`config.mk`:
```
export PLATFORM = sky130hd
export DESIGN_NAME = sai_rx
export DESIGN_NICKNAME = d
export VERILOG_FILES = /design/src/rtl/sai_pkg.sv /design/src/rtl/sai_sync.sv /design/src/rtl/sai_framer.sv /design/src/rtl/sai_lane.sv /design/src/rtl/sai_rx.sv
export SDC_FILE = /design/constraint.sdc
export NUM_CORES = 1
export LEC_CHECK = 0
export ABC_CLOCK_PERIOD_IN_PS = 4700
export BUFFER_PORTS_ARGS = -buffer_cell sky130_fd_sc_hd__clkbuf_2
export CAP_MARGIN = 10
export CORE_ASPECT_RATIO = 0.9
export CORE_MARGIN = 2
export CORE_UTILIZATION = 55
export CTS_BUF_LIST = sky130_fd_sc_hd__clkbuf_8
export DETAILED_ROUTE_END_ITERATION = 10
export PLACE_DENSITY = 0.82
export SYNTH_ARGS = -nofsm -noshare
export SYNTH_HDL_FRONTEND = slang
export SYNTH_HIERARCHICAL = 1
export SYNTH_SLANG_ARGS = --single-unit
```
`constraint.sdc`:
```
create_clock -name clk -period 4.7 [get_ports clk]
set_input_delay 0.235 -clock clk [delete_from_list [all_inputs] [get_ports clk]]
set_output_delay 0.235 -clock clk [all_outputs]
set_load 0.01 [all_outputs]
```
`src/rtl/sai_pkg.sv`:
```
`timescale 1ns/1ps
package sai_pkg;

  typedef enum logic {
    FMT_I2S = 1'b0,
    FMT_LJ  = 1'b1
  } sai_fmt_e;

  // Channel tag of a subframe from the framing level that bounds it.
  // I2S: low level is channel 0; left-justified: high level is channel 0.
  function automatic logic chan_of(input logic lr, input sai_fmt_e fmt, input logic swap);
    logic base;
    base = (fmt == FMT_LJ) ? ~lr : lr;
    return base ^ swap;
  endfunction

endpackage

```
`src/rtl/sai_sync.sv`:
```
`timescale 1ns/1ps
module sai_sync #(
  parameter int WIDTH  = 7,
  parameter int STAGES = 2
) (
  input  logic             clk,
  input  logic             rst_n,
  input  logic [WIDTH-1:0] async_in,
  output logic [WIDTH-1:0] sync_out
);
  // Every line passes through the same depth, so the lines keep their
  // relative timing as seen from the bit clock.
  logic [STAGES-1:0][WIDTH-1:0] chain;

  always_ff @(posedge clk or negedge rst_n) begin
    if (!rst_n) chain <= '0;
    else        chain <= {chain[STAGES-2:0], async_in};
  end

  assign sync_out = chain[STAGES-1];

endmodule

```
`src/rtl/sai_framer.sv`:
```
`timescale 1ns/1ps
module sai_framer
  import sai_pkg::*;
#(
  parameter int SAMPLE_BITS = 32,
  parameter int MIN_BITS    = 16,
  parameter int CFG_W       = 6,
  parameter int POS_W       = 8
) (
  input  logic             clk,
  input  logic             rst_n,
  input  logic             bclk_s,
  input  logic             lrck_s,
  input  sai_fmt_e         fmt,
  input  logic             fall_edge,
  input  logic             lr_swap,
  input  logic [CFG_W-1:0] width_req,
  output logic             samp_evt,
  output logic             frame_edge,
  output logic             emit,
  output logic [POS_W-1:0] cur_slot,
  output logic [POS_W-1:0] width_eff,
  output logic             out_valid,
  output logic             out_chan
);

  function automatic logic [POS_W-1:0] clamp_width(input logic [CFG_W-1:0] req);
    logic [POS_W-1:0] r;
    r = POS_W'(req);
    if (r < POS_W'(MIN_BITS))         return POS_W'(MIN_BITS);
    else if (r > POS_W'(SAMPLE_BITS)) return POS_W'(SAMPLE_BITS);
    else                              return r;
  endfunction

  function automatic logic [POS_W-1:0] sat_inc(input logic [POS_W-1:0] v);
    return (&v) ? v : v + 1'b1;
  endfunction

  logic             bclk_q;
  logic             lr_d;
  logic             fr_prev;
  logic             fr_now;
  logic [1:0]       hist;
  logic             synced;
  logic             chan_cur;
  logic [POS_W-1:0] bitpos;
  logic             bclk_rise;
  logic             bclk_fall;

  always_comb begin
    bclk_rise  = bclk_s & ~bclk_q;
    bclk_fall  = ~bclk_s & bclk_q;
    samp_evt   = fall_edge ? bclk_fall : bclk_rise;
    // I2S framing is left-justified framing with the frame clock seen one bit later.
    fr_now     = (fmt == FMT_LJ) ? lrck_s : lr_d;
    frame_edge = samp_evt && (hist == 2'd2) && (fr_now != fr_prev);
    emit       = frame_edge && synced;
    cur_slot   = frame_edge ? '0 : sat_inc(bitpos);
    width_eff  = clamp_width(width_req);
  end

  always_ff @(posedge clk or negedge rst_n) begin
    if (!rst_n) begin
      bclk_q    <= 1'b0;
      lr_d      <= 1'b0;
      fr_prev   <= 1'b0;
      hist      <= 2'd0;
      synced    <= 1'b0;
      chan_cur  <= 1'b0;
      bitpos    <= '0;
      out_valid <= 1'b0;
      out_chan  <= 1'b0;
    end else begin
      bclk_q    <= bclk_s;
      out_valid <= 1'b0;
      if (samp_evt) begin
        lr_d    <= lrck_s;
        fr_prev <= fr_now;
        bitpos  <= cur_slot;
        if (hist != 2'd2) hist <= hist + 2'd1;
        if (frame_edge) begin
          synced   <= 1'b1;
          chan_cur <= chan_of(fr_now, fmt, lr_swap);
        end
        if (emit) begin
          out_valid <= 1'b1;
          out_chan  <= chan_cur;
        end
      end
    end
  end

  // with the system clock at four or more times the bit clock, active edges are never back to back
  a_r3_evt_spacing: assert property (@(posedge clk) disable iff (!rst_n)
    samp_evt |=> !samp_evt);

  // the strobe lasts one system clock
  a_r7_valid_pulse: assert property (@(posedge clk) disable iff (!rst_n)
    out_valid |=> !out_valid);

  // a strobe only follows a subframe that began after synchronization
  a_r8_emit_after_sync: assert property (@(posedge clk) disable iff (!rst_n)
    out_valid |-> $past(synced));

  // the frame-clock change that synchronizes the receiver emits nothing
  a_r8_first_edge_silent: assert property (@(posedge clk) disable iff (!rst_n)
    $rose(synced) |-> !out_valid);

endmodule

```
`src/rtl/sai_lane.sv`:
```
`timescale 1ns/1ps
module sai_lane #(
  parameter int SAMPLE_BITS = 32,
  parameter int POS_W       = 8
) (
  input  logic                   clk,
  input  logic                   rst_n,
  input  logic                   samp_evt,
  input  logic                   frame_edge,
  input  logic                   emit,
  input  logic [POS_W-1:0]       cur_slot,
  input  logic [POS_W-1:0]       width_eff,
  input  logic                   din,
  output logic [SAMPLE_BITS-1:0] word
);

  // One-hot position in the left-aligned word for bit number slot of a subframe.
  function automatic logic [SAMPLE_BITS-1:0] slot_onehot(input logic [POS_W-1:0] slot);
    logic [SAMPLE_BITS-1:0] oh;
    for (int i = 0; i < SAMPLE_BITS; i++)
      oh[i] = (POS_W'(SAMPLE_BITS - 1 - i) == slot);
    return oh;
  endfunction

  // Bits of the left-aligned word that a width of w may set.
  function automatic logic [SAMPLE_BITS-1:0] keep_mask(input logic [POS_W-1:0] w);
    logic [SAMPLE_BITS-1:0] m;
    for (int i = 0; i < SAMPLE_BITS; i++)
      m[i] = (POS_W'(SAMPLE_BITS - 1 - i) < w);
    return m;
  endfunction

  logic [SAMPLE_BITS-1:0] acc;

  always_ff @(posedge clk or negedge rst_n) begin
    if (!rst_n) begin
      acc  <= '0;
      word <= '0;
    end else if (samp_evt) begin
      if (frame_edge) begin
        if (emit) word <= acc;
        acc <= {din, {(SAMPLE_BITS-1){1'b0}}};
      end else if (din && (cur_slot < width_eff)) begin
        acc <= acc | slot_onehot(cur_slot);
      end
    end
  end

  // a completed word never carries bits beyond the selected width
  a_r5_tail_clear: assert property (@(posedge clk) disable iff (!rst_n)
    (samp_evt && emit) |-> ((acc & ~keep_mask(width_eff)) == '0));

endmodule

```
`src/rtl/sai_rx.sv`:
```
`timescale 1ns/1ps
module sai_rx
  import sai_pkg::*;
#(
  parameter int NUM_LANES   = 5,
  parameter int SAMPLE_BITS = 32,
  parameter int MIN_BITS    = 16,
  parameter int SYNC_STAGES = 2,
  parameter int CFG_W       = $clog2(SAMPLE_BITS) + 1
) (
  input  logic                             clk,
  input  logic                             rst_n,
  input  logic                             bclk_in,
  input  logic                             lrck_in,
  input  logic [NUM_LANES-1:0]             sdata_in,
  input  logic                             cfg_fmt_lj,
  input  logic                             cfg_fall_edge,
  input  logic                             cfg_lr_swap,
  input  logic [CFG_W-1:0]                 cfg_width,
  output logic                             out_valid,
  output logic                             out_chan,
  output logic [NUM_LANES*SAMPLE_BITS-1:0] out_data
);

  localparam int POS_W  = $clog2(SAMPLE_BITS) + 3;
  localparam int SYNC_W = NUM_LANES + 2;

  logic [SYNC_W-1:0]    sync_bus;
  logic                 bclk_s;
  logic                 lrck_s;
  logic [NUM_LANES-1:0] data_s;
  logic                 samp_evt;
  logic                 frame_edge;
  logic                 emit;
  logic [POS_W-1:0]     cur_slot;
  logic [POS_W-1:0]     width_eff;

  sai_sync #(.WIDTH(SYNC_W), .STAGES(SYNC_STAGES)) u_sync (
    .clk      (clk),
    .rst_n    (rst_n),
    .async_in ({sdata_in, lrck_in, bclk_in}),
    .sync_out (sync_bus)
  );

  assign bclk_s = sync_bus[0];
  assign lrck_s = sync_bus[1];
  assign data_s = sync_bus[SYNC_W-1:2];

  sai_framer #(
    .SAMPLE_BITS (SAMPLE_BITS),
    .MIN_BITS    (MIN_BITS),
    .CFG_W       (CFG_W),
    .POS_W       (POS_W)
  ) u_framer (
    .clk        (clk),
    .rst_n      (rst_n),
    .bclk_s     (bclk_s),
    .lrck_s     (lrck_s),
    .fmt        (sai_fmt_e'(cfg_fmt_lj)),
    .fall_edge  (cfg_fall_edge),
    .lr_swap    (cfg_lr_swap),
    .width_req  (cfg_width),
    .samp_evt   (samp_evt),
    .frame_edge (frame_edge),
    .emit       (emit),
    .cur_slot   (cur_slot),
    .width_eff  (width_eff),
    .out_valid  (out_valid),
    .out_chan   (out_chan)
  );

  for (genvar k = 0; k < NUM_LANES; k++) begin : g_lane
    sai_lane #(.SAMPLE_BITS(SAMPLE_BITS), .POS_W(POS_W)) u_lane (
      .clk        (clk),
      .rst_n      (rst_n),
      .samp_evt   (samp_evt),
      .frame_edge (frame_edge),
      .emit       (emit),
      .cur_slot   (cur_slot),
      .width_eff  (width_eff),
      .din        (data_s[k]),
      .word       (out_data[k*SAMPLE_BITS +: SAMPLE_BITS])
    );
  end

  // outputs hold between strobes
  a_r9_hold: assert property (@(posedge clk) disable iff (!rst_n)
    !out_valid |-> ($stable(out_data) && $stable(out_chan)));

endmodule

```
* Word level (Yosys, flattened, before mapping)
Cells that the tools add are included.
** Word-level totals
- Register bits after elaboration :: 351
- Output and inout port bits :: 162
- Logic and storage cells :: 114
** Cells by class
- $add $sub $neg :: 2
- $lt $le $gt $ge :: 3
- Equal/unequal tests :: 34
- Mux-type cells :: 19
- Bitwise logic cells :: 11
- Reduce and logical (&&, ||, !) cells :: 24
** Operator list (number)
- $mux W32 :: 10
- $or A32 B32 Y32 :: 5
- $eq A5 B8 Y1 const A :: 16
- $eq A4 B8 Y1 const A :: 8
- $eq A3 B8 Y1 const A :: 4
- $eq A2 B8 Y1 const A :: 2
- $mux W8 :: 2
- $reduce_and A2 Y1 :: 8
- $mux W6 :: 2
- $reduce_bool A2 Y1 :: 5
- $add A8 B1 Y8 const B :: 1
- $eq A1 B8 Y1 const A :: 1
- $logic_and A1 B1 Y1 :: 8
- $logic_not A8 Y1 :: 1
- $lt A8 B6 Y1 :: 1
- $reduce_and A8 Y1 :: 1
- $gt A6 B6 Y1 const B :: 1
- $lt A6 B5 Y1 const B :: 1
- $mux W1 :: 5
- $not A1 Y1 :: 3
- $reduce_and A3 Y1 :: 1
- $add A2 B1 Y2 const B :: 1
- $and A1 B1 Y1 :: 2
- $eq A2 B2 Y1 const B :: 1
- 3 further kinds :: 3

* Longest topological paths before layout
Gate-level depths: netlist of the first run.
- Word-level depth :: 10
- Mapped depth :: 12
- Gate-level depth less buffers :: 10

* Hierarchy
The synthesis of the first run kept the hierarchy.
** Modules (own cells, without submodules)
- sai_lane at g_lane[2].u_lane ... :: times used 3, cells each 203, area each 2902.8 µm², seq. area each 1601.5 µm²
- sai_lane at g_lane[0].u_lane ... :: times used 2, cells each 203, area each 2894.0 µm², seq. area each 1601.5 µm²
- sai_framer :: times used 1, cells each 121, area each 1133.6 µm², seq. area each 425.4 µm²
- sai_sync :: times used 1, cells each 21, area each 402.9 µm², seq. area each 350.3 µm²

* Worst setup path after synthesis of the first run
OpenSTA, ideal clock, no wires.
- Path kind :: register -> register
- Start point :: register u_sync.chain, in the netlist u_sync/sync_out[1]
- End point :: register g_lane[2].u_lane.acc[11]
- Library setup time :: 122 ps
- Arrival :: 3778 ps
- Data required time :: 4578 ps
- Setup slack :: 800 ps
- Cell stages (with the launch flop) :: 13
- Path buffers :: 3
- Period minus slack after synthesis :: 3900 ps
- Cells stage by stage :: dfrtp_1 buf_4 mux2i_4 xor2_4 nor2_2 buf_6 a21oi_1 ha_1 nor2_1 nor3_1 a211oi_4 buf_6 a32o_1
** Between the ends
- Word-level cells in the longest chain between the ends :: 8
- Elaborated cells between the ends (all ways) :: 12
- Classes of those cells :: order compare: 1; eq/ne: 2; mux: 4; bitwise: 1; reduce/logical: 4
** RTL lines
- start, declared :: RTL line sai_sync.sv:13 : logic [STAGES-1:0][WIDTH-1:0] chain;
- start signal, assigned :: RTL line sai_sync.sv:17 : else chain <= {chain[STAGES-2:0], async_in};
- $mux W1 * :: RTL line sai_framer.sv:55 : fr_now = (fmt == FMT_LJ) ? lrck_s : lr_d;
- $ne A1 B1 Y1 * :: RTL line sai_framer.sv:56 : frame_edge = samp_evt && (hist == 2'd2) && (fr_now != fr_prev);
- $logic_and A1 B1 Y1 * :: RTL line sai_framer.sv:56
- named net frame_edge :: RTL line sai_rx.sv:33 : logic frame_edge;
- $mux W8 * :: RTL line sai_framer.sv:58 : cur_slot = frame_edge ? '0 : sat_inc(bitpos);
- named net cur_slot[3] :: RTL line sai_rx.sv:35 : logic [POS_W-1:0] cur_slot;
- $lt A8 B6 Y1 / $eq A5 B8 Y1 (equally long branches) :: RTL line sai_lane.sv:43, sai_lane.sv:21
- $logic_and A1 B1 Y1 / $or A32 B32 Y32 (equally long branches) :: RTL line sai_lane.sv:43, sai_lane.sv:44
- $reduce_bool A2 Y1 (no line) / $mux W32 (equally long branches)
- $reduce_and A2 Y1 (no line) / $mux W32 (equally long branches)
- end signal, assigned :: RTL line sai_lane.sv:42 : acc <= {din, {(SAMPLE_BITS-1){1'b0}}};
- end signal, assigned :: RTL line sai_lane.sv:44 : acc <= acc | slot_onehot(cur_slot);
- end, declared :: RTL line sai_lane.sv:33 : logic [SAMPLE_BITS-1:0] acc;
The timed path passes the listed nets; every way through them passes the cells marked *. The select of a mux whose other input is x is not followed.
A chain may end at the register's enable or synchronous reset.

* Final worst setup path of the first run
- Start point :: register u_framer.lr_d
- End point :: register g_lane[2].u_lane.acc[5]
** Between the ends
- Word-level cells in the longest chain between the ends :: 8
- Elaborated cells between the ends (all ways) :: 12
- Classes of those cells :: order compare: 1; eq/ne: 2; mux: 4; bitwise: 1; reduce/logical: 4
** RTL lines
- start, declared :: RTL line sai_framer.sv:40 : logic lr_d;
- start signal, assigned :: RTL line sai_framer.sv:77 : lr_d <= lrck_s;
- $mux W1 * :: RTL line sai_framer.sv:55
- $ne A1 B1 Y1 * :: RTL line sai_framer.sv:56
- $logic_and A1 B1 Y1 * :: RTL line sai_framer.sv:56
- named net frame_edge :: RTL line sai_rx.sv:33
- $mux W8 * :: RTL line sai_framer.sv:58
- named net cur_slot[7] :: RTL line sai_rx.sv:35
- $lt A8 B6 Y1 / $eq A5 B8 Y1 (equally long branches) :: RTL line sai_lane.sv:43, sai_lane.sv:21
- $logic_and A1 B1 Y1 / $or A32 B32 Y32 (equally long branches) :: RTL line sai_lane.sv:43, sai_lane.sv:44
- $reduce_bool A2 Y1 (no line) / $mux W32 (equally long branches)
- $reduce_and A2 Y1 (no line) / $mux W32 (equally long branches)
Marked as above.

==> impl_results.md, run 1 <==
* Register bit total from synthesis at approximately 350
* Longest Clk Path Bufs at 3
* Routability congestion estimate at 0.849
* Status: complete, no violations
* Final Skew at roughly 0.009 ns
* Post-cts sizing count at 0
* Count of final setup violators at 0
* Clk slew on worst S/H paths at 0.06 ns
* CP Max Fanout at 32
* Min Tclk post-route at 3.75 ns
* Min-delay worst type: primary input to register
* FF-to-FF Start: u_framer/lr_d
* Clock root buffer: clkbuf_8
* Measured slew at the worst slew-check pin at about 1.2 ns
* Synthesized area at roughly 16000 um2
* Data required time at the worst endpoint at about 5.2 ns
* Largest net degree at the start of global routing at 110
* Placed cell area at about 17000 um2
* Starting Density at between 50% and 60%
* CTS HTree Levels at 2
* Port Buf Inserts at approximately 180
* Most frequent cells in the layout: dfrtp_1, clkbuf_2, a32o_1
* PwrDens at 438 nW/um2
* Crit path capture type: register
* Final worst slack at around 0.95 ns
* Final hold vios at 0
* First-pass GRT wire length at roughly 57 mm
* Maximum vdd drop at 226 uV
* Die width at about 180 um
* Worst EP arrival at 4.25 ns
* Vias in the first global route at 10.6k
* Cells after DPL at 1649
* Max-slew headroom at between 10% and 20%
* Hold-fix buffers, CTS at 9
* Synthesized area per cell at about 14 um2
* Asr flop ratio synth at between 90% and 100%
* Main synth FF type: dfrtp_1
* Multi-input gate area at about 6500 um2
* Routed Antenna Nets at 0
* Non-Filler Instances at ~1.8k
* Setup bufs post-CTS at 0
* Post-Layout Inst Area at 18400 um2
* Wirelength per Cell at 19.9 um
* Reg-to-reg setup timing slack at approximately 0.95 ns
* GRT Overall Usage at between 20 and 25%
* Crit start category: register
* Unrepaired setup endpoints after global routing: false
* Setup Slack @ Placement at between 0.9 and 1 ns
* Setup_tns at 0 ns
* DRT Wirelength at roughly 35 mm
* CTS buffer count at between 50 and 60
* Row cnt at between 50 and 60
* Leakage at about 9.4 nW
* Register area share after synthesis at 54.8%
* Sink Count at approximately 350
* Routed vias at 10.5k
* Filler instances at ~2.2k
* Grt ovf at 0
* DP Wirelength at 22.9 mm
* CTS tree: built
* Core Box Area at 28800 um2
* EDFF count, synth at 0
* Initial antenna violation count at 1
* Final Max Slew Viols at 0
* Synth cell types at 56
* Maximum clock rate at ~0.27 GHz
* Most common cell after layout, fill and taps aside: dfrtp_1
* Hold Crit Start: cfg_fmt_lj
* Worst Setup SP: u_framer/lr_d
* Max-cap violation count at 0
* Register area at 8780 um2
* Share of cells above drive strength 1 at 34.6%
* Final nets at approximately 1.4k
* Die Y-Extent at 166 um
* Drt first pass iters at 5
* DRC viols at 0
* Layout area overhead at 14.8%
* Die area at 30500 um2
* Via/cell ratio at ~6
* Synth Warn # at 6
* Mapped Cells at about 1.2k
* Final clock period utilization by the worst path at between 70% and 80%
* Worst-skew pair later-pin latency at a little under 0.6 ns
* Initial DRC Count at about 850
* Num ports at 180
* Crit Path Class: register to register
==> kinds of logic (layout without fill, tap and decap cells) <==
group | after synthesis | count (layout) | share of synthesized area, %
AOI/OAI and AO/OA | 223 | 223 | 13.4
other | 1 | 3 | 0.0234
adders and majority gates | 37 | 37 | 2.89
muxes | 163 | 163 | 15.1
buffers and inverters | 124 | 358 | 4.69
DFF | 351 | 351 | 54.8
and+or+nand+nor | 251 | 251 | 8.67
xor gates and xnor gates | 7 | 7 | 0.499
==> power by group <==
group / switching, mW / internal, mW
clock: 1.17 / 1.71
sequential: 0.108 / 3.16
combinational: 1.31 / 0.604
==> cell usage after synthesis (7+ instances only) <==
cell	number	share of area, %
ha_1	37	2.9
clkbuf_1	27	0.63
buf_6	31	2.2
nand2_1	44	1.0
dfrtp_1	351	55
mux2_4	151	14
buf_4	14	0.66
nor4_1	7	0.27
a32o_1	155	9.7
nor2_1	71	1.7
nor3b_1	11	0.52
mux2_1	11	0.77
inv_1	46	1.1
a21oi_1	17	0.53
and3b_1	16	0.87
nor2b_1	17	0.66
nand2b_1	15	0.59
nor3_1	21	0.66
and2_1	15	0.59
==> area by class of cell <==
cell class / instances / area share (%)
Multi-Input combinational cell: 683 / 35.5
Antenna cell: 1 / 0.0136
Clock buffer: 73 / 5.46
Tap cell: 366 / 2.49
Sequential cell: 351 / 47.7
Inverter: 51 / 1.04
Clock inverter: 27 / 1.46
Timing Repair Buffer: 207 / 6.26
==> worst max-delay path, stage by stage, from the launching register on <==
cell and delay [ns]:
dfrtp_1 0.42, mux2i_4 0.27, xor2_4 0.37, nor2_4 0.13, a21oi_1 0.96, ha_1 0.42, nand2_1 0.07, nand4b_1 0.16
a211oi_4 0.27, buf_4 0.36, a32o_1 0.23
==> layer usage <==
| metal | wire length (um) | GRT usage, % |
|---|---|---|
| met5 | 0 | 0 |
| met4 | 555 | 5.70 |
| met3 | 1910 | 4.08 |
| met2 | 16400 | 35.7 |
| met1 | 16100 | 34.4 |
==> stage by stage <==
step / util (%) / hold slack (ns) / total power [mW]
2_1_floorplan: - / -0.0606 / 4.62
3_3_place_gp: 59.2 / 0.329 / 5.12
5_1_grt: 63.9 / 0.130 / 8.51
3_5_place_dp: 59.2 / 0.335 / 5.21
4_1_cts: 63.9 / 0.0773 / 8.13
6_report: 63.9 / 0.106 / 8.07
==> sequential cells by signal, indices dropped and copies added, names as in the netlist, 2 cells and up <==
| signal | count |
|---|---|
| g_lane.u_lane/acc | 160 |
| u_framer/hist | 2 |
| u_sync/chain | 7 |
| u_sync/sync_out | 7 |
| g_lane.u_lane/word | 160 |
| u_framer/bitpos | 8 |
==> worst paths after layout <==
kind                                            endpoint  cells after the start
worst min-delay path                    u_framer/fr_prev                      3
worst max-delay path             g_lane[2].u_lane/acc[5]                     10
worst min register to register        u_sync/sync_out[6]                      0
min in group asynchronous       g_lane[3].u_lane/acc[22]                      2
worst max register to register   g_lane[2].u_lane/acc[5]                     10
max in group asynchronous       g_lane[2].u_lane/word[8]                      3
Power figures use the tool's default switching activity.
==> inputs of run 2 (changes only) <==
--- a/config.mk
+++ b/config.mk
@@ -5,7 +5,7 @@
 export SDC_FILE = /design/constraint.sdc
 export NUM_CORES = 1
 export LEC_CHECK = 0
-export ABC_CLOCK_PERIOD_IN_PS = 4700
+export ABC_CLOCK_PERIOD_IN_PS = 3150
 export BUFFER_PORTS_ARGS = -buffer_cell sky130_fd_sc_hd__clkbuf_2
 export CAP_MARGIN = 10
 export CORE_ASPECT_RATIO = 0.9
@@ -13,7 +13,7 @@
 export CORE_UTILIZATION = 55
 export CTS_BUF_LIST = sky130_fd_sc_hd__clkbuf_8
 export DETAILED_ROUTE_END_ITERATION = 10
-export PLACE_DENSITY = 0.82
+export PLACE_DENSITY = 0.85
 export SYNTH_ARGS = -nofsm -noshare
 export SYNTH_HDL_FRONTEND = slang
 export SYNTH_HIERARCHICAL = 1
==> constraint.sdc (replaced) <==
create_clock -name clk -period 3.15 [get_ports clk]
set_input_delay 0.1575 -clock clk [delete_from_list [all_inputs] [get_ports clk]]
set_output_delay 0.1575 -clock clk [all_outputs]
set_load 0.01 [all_outputs]
==> run 2 against run 1 <==
Net effect:
- first-iteration DRC count grew 28%
- clock-buffer cell count shrank 5
- die area is the same
- combinational power grew 68%
- clock power grew 30%
- utilization grew 1.0 points
- wire length grew 1.2%
- fmax grew 24%
- via count grew 1.4%
- flip-flop and latch count is the same
- total power grew 47%
- worst hold slack gained 0.029 ns
- critical path type unchanged
- largest cell class unchanged
==> impl_results.md, run 2 (synthesis gave the netlist of run 1 again) <==
* First-pass GRT wire length at a little under 60 mm
* CTS buffer count at 55
* Filler instances at 2112
* Hold Crit Start: cfg_fall_edge
* Core Util, Final at approximately two thirds
* Count of final setup violators at 0
* Die width at approximately 180 um
* Final clock period utilization by the worst path at 95.7%
* Die area at 30500 um2
* Non-Filler Instances at 1802
* Port Buf Inserts at about 180
* Crit path capture type: register
* CP Max Fanout at 32
* DRT Wirelength at 35.4 mm
* Fin Hold WS at 0.135 ns
* Crit start category: register
* Most frequent cells in the layout: dfrtp_1, clkbuf_2, a32o_1
* Routability congestion estimate at around 0.85
* Final Max Slew Viols at 0
* Crit Path Class: register to register
* Core Box Area at 28800 um2
* Grt ovf at 0
* Measured slew at the worst slew-check pin at between 1 and 1.5 ns
* Vias in the first global route at approximately 11k
* Via/cell ratio at ~5.9
* Post-Layout Inst Area at 18700 um2
* Placed cell area at 17400 um2
* Final nets at between 1k and 1.5k
* Top flop regs: g_lane.u_lane/acc (160), g_lane.u_lane/word (160), u_framer/bitpos (8)
* Tot Pwr at about 12 mW
* Setup_tns at 0 ns
* Final Skew at approximately 0.02 ns
* Antenna Cells at 0
* Sink Count at 351
* GRT Overall Usage at around a quarter
* Routed Antenna Nets at 0
* Max-slew headroom at roughly 30%
* CTS HTree Levels at 2
* Maximum clock rate at 0.332 GHz
* Setup Slack @ Placement at -0.110 ns
* DP Wirelength at ~24 mm
* Final hold vios at 0
* Worst-skew pair later-pin latency at slightly below 0.6 ns
* Longest Clk Path Bufs at 3
* Max-cap violation count at 0
* Initial DRC Count at 1085
* DRC viols at 0
* FF-to-FF Start: u_framer/bitpos[6]
* Unrepaired setup endpoints after global routing: true
* Worst Setup SP: u_framer/bitpos[6]
* Data required time at the worst endpoint at between 3 and 4 ns
* Num ports at 180
* Largest net degree at the start of global routing at about 110
* PwrDens at ~630 nW/um2
* Maximum vdd drop at between 300 and 400 uV
* Share of cells above drive strength 1 at between 30% and 40%
* Routed vias at approximately 11k
* Die Y-Extent at ~170 um
* Cells after DPL at 1689
* Clk slew on worst S/H paths at 0.06 ns
* Initial antenna violation count at 0
* Drt first pass iters at 7
* Wirelength per Cell at roughly 20 um
* Leakage at between 9 and 10 nW
* CTS tree: built
* Final worst slack at about 0.14 ns
* Row cnt at 59
* Most common cell after layout, fill and taps aside: dfrtp_1
* Min Tclk post-route at roughly 3 ns
* Status: complete, no violations
* Layout area overhead at 16.6%
* Min-delay worst type: primary input to register
* Clock root buffer: clkbuf_8
* Starting Density at 55.7%
* Worst EP arrival at between 3 and 4 ns
[run 2: changes by cell type in the layout (fill, tap and decap cells not counted), sizes merged]
cell         change
buf             +44
bufinv           -5
clkbuf           -5
clkinv           +2
clkinvlp         +1
diode            -1
dlygate4sd3      +1
inv              +6
[run 2: worst paths after layout]
check	endpoint	slack, ns	cells past startpoint
max in group asynchronous	g_lane[2].u_lane/acc[5]	2.05	3
min in group asynchronous	g_lane[0].u_lane/acc[8]	0.24	2
worst max-delay path	g_lane[0].u_lane/acc[24]	0.14	10
worst min-delay path	u_framer/hist[1]	0.14	5
worst min register to register	u_sync/sync_out[1]	0.35	0
worst max register to register	g_lane[0].u_lane/acc[24]	0.14	10
[run 2: repair_timing]
action,CTS,global route
setup buffers,0,4
hold buffers,10,0
pin swaps,0,1
gates resized for setup,3,4
endpoints found under the setup margin,160,159
endpoints found under the hold margin,106,0
[run 2: cell type report]
| cell class | instances | area (um2) | share of cell area, % |
|---|---|---|---|
| tap | 366 | 458 | 2.45 |
| inverter | 51 | 191 | 1.02 |
| clock inverter | 31 | 164 | 0.876 |
| timing repair buffer | 252 | 1600 | 8.55 |
| clock buffer | 68 | 936 | 5.00 |
| multi-input combinational | 683 | 6570 | 35.1 |
| sequential | 351 | 8780 | 47.0 |
[run 2: per-layer routing]
layer | routed length (um) | up-vias | global-route usage (%)
met5 | 0 | - | 0
met4 | 578 | 0 | 6.50
met3 | 1940 | 53 | 4.25
met2 | 17100 | 347 | 38.1
met1 | 15900 | 5390 | 33.7
li1 | - | 4805 | -
[run 2: power breakdown]
| part | switching, mW | internal, mW |
|---|---|---|
| sequential | 0.149 | 4.71 |
| clock | 1.72 | 2.03 |
| combinational | 2.04 | 1.19 |
| total | 3.91 | 7.93 |
[run 2: worst max-delay path, stage by stage (launching register included)]
cell	delay (ns)
dfrtp_1	0.43
and4_4	0.22
a311o_1	0.41
xor2_1	0.17
nor2_2	0.47
ha_1	0.36
a21oi_1	0.14
nor2_1	0.08
a211oi_4	0.21
buf_12	0.22
a32o_1	0.21
